`config.mk`:
```
export PLATFORM = sky130hd
export DESIGN_NAME = instr_sequencer
export DESIGN_NICKNAME = d
export VERILOG_FILES = /design/src/rtl/seq_pkg.sv /design/src/rtl/seq_control.sv /design/src/rtl/seq_datapath.sv /design/src/rtl/instr_sequencer.sv
export SDC_FILE = /design/constraint.sdc
export NUM_CORES = 1
export LEC_CHECK = 0
export ABC_AREA = 1
export BUFFER_PORTS_ARGS = -buffer_cell sky130_fd_sc_hd__buf_4
export CAP_MARGIN = 20
export CORE_ASPECT_RATIO = 0.5
export CORE_UTILIZATION = 50
export DETAILED_ROUTE_END_ITERATION = 10
export PLACE_DENSITY_LB_ADDON = 0.08
export SYNTH_ARGS = -nofsm -noshare
export SYNTH_HDL_FRONTEND = slang
export SYNTH_HIERARCHICAL = 1
export SYNTH_SLANG_ARGS = --single-unit
```
`constraint.sdc`:
```
create_clock -name clk -period 4.3 [get_ports clk]
set_input_delay 0.215 -clock clk [delete_from_list [all_inputs] [get_ports clk]]
set_output_delay 0.215 -clock clk [all_outputs]
set_load 0.005 [all_outputs]
```
`src/rtl/seq_pkg.sv`:
```
package seq_pkg;

  // command byte layout is fixed by the instruction set
  localparam int CMD_W     = 8;
  localparam int ALT_BIT   = 7;
  localparam int MAX_TICKS = 7;
  localparam int STEP_W    = $clog2(MAX_TICKS);

  localparam logic [3:0] GRP_LOAD = 4'd1;
  localparam logic [3:0] GRP_ALU  = 4'd2;
  localparam logic [3:0] GRP_MOVE = 4'd3;
  localparam logic [3:0] GRP_SKIP = 4'd4;
  localparam logic [3:0] GRP_JUMP = 4'd5;

  localparam logic [STEP_W-1:0] ST_0 = STEP_W'(0);
  localparam logic [STEP_W-1:0] ST_1 = STEP_W'(1);
  localparam logic [STEP_W-1:0] ST_2 = STEP_W'(2);
  localparam logic [STEP_W-1:0] ST_3 = STEP_W'(3);
  localparam logic [STEP_W-1:0] ST_4 = STEP_W'(4);
  localparam logic [STEP_W-1:0] ST_5 = STEP_W'(5);
  localparam logic [STEP_W-1:0] ST_6 = STEP_W'(6);

  typedef enum logic [3:0] {
    C_NOP, C_LOAD, C_ILOAD, C_ALUM, C_ALUC, C_MOV, C_IMOV, C_SKIP, C_JMP, C_IJMP
  } iclass_t;

  typedef enum logic [1:0] { SRC_MEM, SRC_ALU, SRC_ARG } dataSrc_t;
  typedef enum logic [1:0] { ADDR_ARG, ADDR_HI, ADDR_LO, ADDR_OPF } addrSel_t;
  typedef enum logic [1:0] { PC_HOLD, PC_INCR, PC_SKIP, PC_JUMP } pcAct_t;

  // strobes from control to datapath
  typedef struct packed {
    logic     irLoad;
    logic     opLatch;
    dataSrc_t opSrc;
    addrSel_t addrSel;
    logic     memRd;
    logic     memWr;
    logic     cacheLd;
    logic     cacheSel;
    dataSrc_t cacheSrc;
    logic     cmpEval;
    pcAct_t   pcAct;
    logic     jumpFromMem;
  } seqCtl_t;

  function automatic iclass_t classify(input logic [CMD_W-1:0] cmd);
    iclass_t    c;
    logic       alt;
    logic [3:0] grp;
    logic [2:0] op;
    alt = cmd[ALT_BIT];
    grp = cmd[6:3];
    op  = cmd[2:0];
    c   = C_NOP;
    case (grp)
      GRP_LOAD: if (op[2:1] == 2'b00) c = alt ? C_ILOAD : C_LOAD;
      GRP_ALU:  c = alt ? C_ALUC : C_ALUM;
      GRP_MOVE: begin
        if (alt) c = C_IMOV;
        else if (op == 3'd0) c = C_MOV;
      end
      GRP_SKIP: c = C_SKIP;
      GRP_JUMP: if (op == 3'd0) c = alt ? C_IJMP : C_JMP;
      default:  c = C_NOP;
    endcase
    return c;
  endfunction

endpackage

```
`src/rtl/seq_control.sv`:
```
module seq_control
  import seq_pkg::*;
(
  input  logic              clk,
  input  logic              rstN,
  input  logic [CMD_W-1:0]  cmdByte,
  input  logic              skipTaken,
  output logic [STEP_W-1:0] step,
  output seqCtl_t           ctl
);

  iclass_t          cls;
  logic [2:0]       op;
  logic             skipNow;
  logic [STEP_W-1:0] stepQ;

  assign cls  = classify(cmdByte);
  assign op   = cmdByte[2:0];
  assign step = stepQ;

  // operation 0 never skips, operation 7 always skips
  always_comb begin
    if (op == 3'd0)      skipNow = 1'b0;
    else if (op == 3'd7) skipNow = 1'b1;
    else                 skipNow = skipTaken;
  end

  always_comb begin
    ctl = '0;
    if (stepQ == ST_0) begin
      ctl.irLoad = 1'b1;
    end else begin
      case (cls)
        C_LOAD: begin
          if (stepQ == ST_2) begin
            ctl.memRd   = 1'b1;
            ctl.addrSel = ADDR_ARG;
          end
          if (stepQ == ST_3) begin
            ctl.cacheLd  = 1'b1;
            ctl.cacheSel = op[0];
            ctl.cacheSrc = SRC_MEM;
            ctl.pcAct    = PC_INCR;
          end
        end
        C_ILOAD: begin
          if (stepQ == ST_2) begin
            ctl.cacheLd  = 1'b1;
            ctl.cacheSel = op[0];
            ctl.cacheSrc = SRC_ARG;
            ctl.pcAct    = PC_INCR;
          end
        end
        C_ALUM: begin
          if (stepQ == ST_2) begin
            ctl.opLatch = 1'b1;
            ctl.opSrc   = SRC_ALU;
          end
          if (stepQ == ST_3) begin
            ctl.memWr   = 1'b1;
            ctl.addrSel = ADDR_ARG;
            ctl.pcAct   = PC_INCR;
          end
        end
        C_ALUC: begin
          if (stepQ == ST_2) begin
            ctl.cacheLd  = 1'b1;
            ctl.cacheSel = 1'b0;
            ctl.cacheSrc = SRC_ALU;
            ctl.pcAct    = PC_INCR;
          end
        end
        C_MOV: begin
          if (stepQ == ST_2) begin
            ctl.memRd   = 1'b1;
            ctl.addrSel = ADDR_HI;
          end
          if (stepQ == ST_3) begin
            ctl.opLatch = 1'b1;
            ctl.opSrc   = SRC_MEM;
          end
          if (stepQ == ST_5) begin
            ctl.memWr   = 1'b1;
            ctl.addrSel = ADDR_LO;
          end
          if (stepQ == ST_6) ctl.pcAct = PC_INCR;
        end
        C_IMOV: begin
          if (stepQ == ST_2) begin
            ctl.opLatch = 1'b1;
            ctl.opSrc   = SRC_ARG;
          end
          if (stepQ == ST_4) begin
            ctl.memWr   = 1'b1;
            ctl.addrSel = ADDR_OPF;
          end
          if (stepQ == ST_5) ctl.pcAct = PC_INCR;
        end
        C_SKIP: begin
          if (stepQ == ST_1) begin
            ctl.cmpEval = 1'b1;
            ctl.pcAct   = skipNow ? PC_HOLD : PC_INCR;
          end
          if (stepQ == ST_2) ctl.pcAct = PC_SKIP;
        end
        C_JMP: begin
          if (stepQ == ST_2) begin
            ctl.memRd   = 1'b1;
            ctl.addrSel = ADDR_ARG;
          end
          if (stepQ == ST_3) begin
            ctl.pcAct       = PC_JUMP;
            ctl.jumpFromMem = 1'b1;
          end
        end
        C_IJMP: begin
          if (stepQ == ST_3) ctl.pcAct = PC_JUMP;
        end
        default: begin
          ctl.pcAct = PC_INCR;
        end
      endcase
    end
  end

  // the tick that updates the program counter is the last one
  always_ff @(posedge clk or negedge rstN) begin
    if (!rstN)                    stepQ <= ST_0;
    else if (ctl.pcAct != PC_HOLD) stepQ <= ST_0;
    else                          stepQ <= stepQ + ST_1;
  end

endmodule

```
`src/rtl/seq_datapath.sv`:
```
module seq_datapath
  import seq_pkg::*;
#(
  parameter int DATA_W     = 8,
  parameter int PC_W       = 8,
  parameter int SKIP_COUNT = 2
) (
  input  logic                    clk,
  input  logic                    rstN,
  input  logic [DATA_W+CMD_W-1:0] instrWord,
  input  logic [DATA_W-1:0]       memRdData,
  input  logic [DATA_W-1:0]       aluResult,
  input  seqCtl_t                 ctl,
  output logic [CMD_W-1:0]        cmdByte,
  output logic [PC_W-1:0]         pc,
  output logic [DATA_W-1:0]       memAddr,
  output logic [DATA_W-1:0]       memWrData,
  output logic [1:0]              cacheLoad,
  output logic [DATA_W-1:0]       cacheData
);

  localparam int HALF = DATA_W / 2;
  localparam logic [PC_W-1:0] PC_ONE  = PC_W'(1);
  localparam logic [PC_W-1:0] PC_LEAP = PC_W'(SKIP_COUNT + 1);

  logic [DATA_W-1:0] argReg;
  logic [CMD_W-1:0]  cmdReg;
  logic [DATA_W-1:0] opReg;
  logic [PC_W-1:0]   pcQ;
  logic [PC_W-1:0]   jumpTarget;

  assign cmdByte   = cmdReg;
  assign pc        = pcQ;
  assign memWrData = opReg;

  // instruction register: argument above command
  always_ff @(posedge clk or negedge rstN) begin
    if (!rstN) begin
      argReg <= '0;
      cmdReg <= '0;
    end else if (ctl.irLoad) begin
      argReg <= instrWord[DATA_W+CMD_W-1:CMD_W];
      cmdReg <= instrWord[CMD_W-1:0];
    end
  end

  // operand holding register
  always_ff @(posedge clk or negedge rstN) begin
    if (!rstN) begin
      opReg <= '0;
    end else if (ctl.opLatch) begin
      case (ctl.opSrc)
        SRC_MEM: opReg <= memRdData;
        SRC_ALU: opReg <= aluResult;
        default: opReg <= argReg;
      endcase
    end
  end

  always_comb begin
    case (ctl.addrSel)
      ADDR_HI:  memAddr = DATA_W'(argReg[DATA_W-1:HALF]);
      ADDR_LO:  memAddr = DATA_W'(argReg[HALF-1:0]);
      ADDR_OPF: memAddr = DATA_W'(cmdReg[2:0]);
      default:  memAddr = argReg;
    endcase
  end

  always_comb begin
    case (ctl.cacheSrc)
      SRC_MEM: cacheData = memRdData;
      SRC_ALU: cacheData = aluResult;
      default: cacheData = argReg;
    endcase
  end

  genvar g;
  generate
    for (g = 0; g < 2; g++) begin : gCache
      assign cacheLoad[g] = ctl.cacheLd && (ctl.cacheSel == g[0]);
    end
  endgenerate

  assign jumpTarget = ctl.jumpFromMem ? PC_W'(memRdData) : PC_W'(argReg);

  always_ff @(posedge clk or negedge rstN) begin
    if (!rstN) begin
      pcQ <= '0;
    end else begin
      case (ctl.pcAct)
        PC_INCR: pcQ <= pcQ + PC_ONE;
        PC_SKIP: pcQ <= pcQ + PC_LEAP;
        PC_JUMP: pcQ <= jumpTarget;
        default: pcQ <= pcQ;
      endcase
    end
  end

endmodule

```
`src/rtl/instr_sequencer.sv`:
```
module instr_sequencer
  import seq_pkg::*;
#(
  parameter int DATA_W     = 8,
  parameter int PC_W       = 8,
  parameter int SKIP_COUNT = 2
) (
  input  logic                    clk,
  input  logic                    rstN,
  input  logic [DATA_W+CMD_W-1:0] instrWord,
  input  logic [DATA_W-1:0]       memRdData,
  input  logic [DATA_W-1:0]       aluResult,
  input  logic                    skipTaken,
  output logic [PC_W-1:0]         pc,
  output logic [STEP_W-1:0]       step,
  output logic                    fetch,
  output logic [DATA_W-1:0]       memAddr,
  output logic                    memRdEn,
  output logic                    memWrEn,
  output logic [DATA_W-1:0]       memWrData,
  output logic [1:0]              cacheLoad,
  output logic [DATA_W-1:0]       cacheData,
  output logic [2:0]              opSel,
  output logic                    unsignedCmp,
  output logic                    cmpEval,
  output logic                    pcIncr,
  output logic                    pcSkip,
  output logic                    pcJump
);

  seqCtl_t          ctl;
  logic [CMD_W-1:0] cmdByte;

  seq_control u_control (
    .clk       (clk),
    .rstN      (rstN),
    .cmdByte   (cmdByte),
    .skipTaken (skipTaken),
    .step      (step),
    .ctl       (ctl)
  );

  seq_datapath #(
    .DATA_W     (DATA_W),
    .PC_W       (PC_W),
    .SKIP_COUNT (SKIP_COUNT)
  ) u_datapath (
    .clk       (clk),
    .rstN      (rstN),
    .instrWord (instrWord),
    .memRdData (memRdData),
    .aluResult (aluResult),
    .ctl       (ctl),
    .cmdByte   (cmdByte),
    .pc        (pc),
    .memAddr   (memAddr),
    .memWrData (memWrData),
    .cacheLoad (cacheLoad),
    .cacheData (cacheData)
  );

  assign fetch       = ctl.irLoad;
  assign memRdEn     = ctl.memRd;
  assign memWrEn     = ctl.memWr;
  assign cmpEval     = ctl.cmpEval;
  assign opSel       = cmdByte[2:0];
  assign unsignedCmp = cmdByte[ALT_BIT];
  assign pcIncr      = (ctl.pcAct == PC_INCR);
  assign pcSkip      = (ctl.pcAct == PC_SKIP);
  assign pcJump      = (ctl.pcAct == PC_JUMP);

endmodule

```
==> impl_metrics.env <==
export IMPL_drt_iter0_markers=163
export IMPL_r2r_slack_ps=1360
export IMPL_portBuffers=82
export IMPL_syn_inst=388
export IMPL_synth_area_leader_cell="dfrtp_1"
export IMPL_slowest_stage="nor2_1"
export IMPL_firstDrtPassIters=7
export IMPL_relSlewSlack_pct=41.89
export IMPL_path_cells="inv_1 > ha_1 > inv_1 > nor2_1 > nand3_2 > nor2_1 > nor2_1 > nand2_1 > nand3_1 > buf_4"
export IMPL_routed_wl_mm=7.523
export IMPL_setup_violations=0
export IMPL_track_usage_pct=28.64
export IMPL_post_cts_resized=0
export IMPL_grt_antenna_before_repair=0
export IMPL_p_leak_nw=1.768
export IMPL_worstSkewPairLatency_ps=300
export IMPL_cts_sinks=35
export IMPL_min_period_ps=3133
export IMPL_finalHoldViolCount=0
export IMPL_synth_xor_area_share_pct=0
export IMPL_r2r_start="u_control/step[0]"
export IMPL_cts_root_buf="clkbuf_8"
export IMPL_synth_area_leaders="dfrtp_1 34%, nand2_1 15%, inv_1 8.8%"
export IMPL_crit_path_frequent_cell="nor2_1"
export IMPL_wire_per_inst_um=13.88
export IMPL_num_io_pins=83
export IMPL_grt_pass1_wl_mm=12.21
export IMPL_post_route_period_util_pct=72.85
export IMPL_cts_buffers=5
export IMPL_place_area_um2=3252
export IMPL_synth_seq_cells=35
export IMPL_design_core_area_um2=4955
export IMPL_globalRouteOverflowTotal=0
export IMPL_worst_r2r_cell_count=15
export IMPL_ir_worst_vdd_mv=0.3936
export IMPL_p_per_area_nw_per_um2=595.8
export IMPL_arrival_ps=2920
export IMPL_grt_max_degree=36
export IMPL_r2r_end="u_datapath/pc[2]"
export IMPL_synthTopCellsByCount="107 x nand2_1, 61 x inv_1, 45 x nor2_1"
export IMPL_routabilityCongestion=0.8590
export IMPL_synth_ff_type="dfrtp_1"
export IMPL_drive_gt1_share_pct=25.85
export IMPL_hpwl_mm=5.760
export IMPL_yosys_warnings=6
export IMPL_syn_nets=430
export IMPL_max_freq_mhz=319.2
export IMPL_endpoint_kind="primary output"
export IMPL_min_path_type="primary input to flop"
export IMPL_routed_via_count=2876
export IMPL_synth_seq_area_share_pct=33.72
export IMPL_synth_mux_area_share_pct=3.468
export IMPL_yosys_area_share_adder_pct=3.661
export IMPL_critical_path_class="flop to primary output"
export IMPL_synth_cell_area_um2=2597
export IMPL_start_util_pct=52.42
export IMPL_synth_compound_area_share_pct=12.43
export IMPL_rows=18
export IMPL_skew_ps=9.153
export IMPL_cp_endpoint="cacheData[2]"
export IMPL_crit_path_start_kind="flop"
export IMPL_diodes=0
export IMPL_final_nets=513
export IMPL_max_cap_violations=0
export IMPL_fp_dieH_um=52.97
export IMPL_route_detailed_drc=0
export IMPL_tns_ps=0
export IMPL_avgViaCountPerCell=5.306
export IMPL_cpLargestDelayFamily="simple AND/OR/NAND/NOR gates"
export IMPL_synth_edf_count=0
export IMPL_critPathBufInv=3
export IMPL_status="complete, no violations"
export IMPL_cp_startpoint="u_control/step[0]"
export IMPL_critPathMaxStageDelay_ps=620
export IMPL_syn_avg_cell_area_um2=6.695
export IMPL_rsz0062_at_grt="no"
export IMPL_synth_distinct_cells=30
export IMPL_grt_pass1_vias=2627
export IMPL_async_flop_share_pct=100.0
export IMPL_die_w_um=103.9
export IMPL_slew_violations=0
export IMPL_crit_cells=10
export IMPL_ctsHtreeMaxLevel=2
export IMPL_synth_top_family_by_area="simple AND/OR/NAND/NOR gates"
export IMPL_yosys_area_share_simple_pct=34.87
export IMPL_ant_nets=0
export IMPL_path_max_fanout=10
export IMPL_cts_tree="yes"
export IMPL_syn2layout_area_growth_pct=28.85
export IMPL_postLayoutCellArea_um2=3347
export IMPL_cts_clk_slew_worst_paths_ps=80
export IMPL_required_ps=4090
export IMPL_die_area_um2=5505
export IMPL_yosysMostFrequentCell="nand2_1"
export IMPL_worst_slew_pin_slew_ps=862.6
export IMPL_synth_top_area_share_pct=33.72
export IMPL_clockBufferDepth=2
worst min-delay path, delay by kind of cell:
family	cells	cell delay [ps]
buf+inv	1	80
simple gates	1	40
compound gates	1	60
how the worst min path moves through the flow:
stage	start	end	depth (start not counted)
after global placement	rstN	u_datapath/pc[5]	1
after floorplan	rstN	u_control/step[0]	0
after detailed placement	rstN	u_datapath/pc[7]	1
after global routing	instrWord[9]	u_datapath/argReg[1]	3
after CTS	instrWord[8]	u_datapath/argReg[0]	3
final	instrWord[8]	u_datapath/argReg[0]	3
cell type report:
type,instances,area [um2]
Multi-Input combinational cell,279,1414
Clock buffer,6,72.57
Inverter,65,244.0
Clock inverter,2,12.51
Tap cell,70,87.58
Sequential cell,35,875.8
Timing Repair Buffer,85,640.6
Fill cell,461,1608
kinds of logic (layout without fill, tap and decap cells):
family / Yosys count / in the layout
muxes: 8 / 8
adders and majority gates: 7 / 7
AOI/OAI and AO/OA: 55 / 55
buffers and inverters: 74 / 158
and+or+nand+nor: 209 / 209
DFF: 35 / 35
metrics by stage:
step / hold slack [ps] / worst slack [ps] / instances / utilization [%] / power (mW)
6_report: 127.8 / 1167 / 542 / 67.55 / 1.994
5_1_grt: 148.5 / 956.1 / 542 / 67.55 / 2.160
4_1_cts: 127.1 / 1196 / 542 / 67.55 / 1.987
3_5_place_dp: 204.2 / 1390 / 533 / 65.63 / 1.741
3_3_place_gp: 203.1 / 1543 / 533 / 65.63 / 1.694
2_1_floorplan: -80.59 / 1762 / 388 / - / 1.286
power by group:
part	switching, mW	internal (mW)
registers	0.161	0.483
clock network	0.134	0.113
logic	0.623	0.480
total	0.918	1.08
cell usage in the layout, fill, tap and decap left out, types with 3 or more instances in the layout:
cell type / netlist / layout
o21ai_1: 12 / 12
mux2_2: 8 / 8
o211ai_1: 3 / 3
o221ai_1: 3 / 3
dfrtp_1: 35 / 35
ha_1: 6 / 6
o21ai_0: 16 / 16
nand2_2: 7 / 7
inv_2: 4 / 4
buf_4: 0 / 84
nand4_1: 10 / 10
nand2_1: 107 / 107
nor2_1: 45 / 45
nand3_1: 29 / 29
nor2_2: 4 / 4
inv_1: 61 / 61
clkbuf_8: 0 / 5
a21oi_1: 12 / 12
flip-flops by register name, summed over array words and instances, names as in the netlist:
register and count:
u_control/step 3, u_datapath/argReg 8, u_datapath/cmdByte 8, u_datapath/memWrData 8, u_datapath/pc 8
per-layer routing:
layer | track usage [%] | routed length (um)
met1 | 38.42 | 3385
met4 | 8.810 | 78
met2 | 46.89 | 3382
met3 | 6.281 | 677
met5 | 0 | 0
repair_timing:
action | 4_1_cts | 5_1_grt
endpoints found under the setup margin | 0 | 0
hold buffers | 1 | 0
setup buffers | 0 | 0
hold endpoints to repair | 35 | 0
Power figures use the tool's default switching activity.
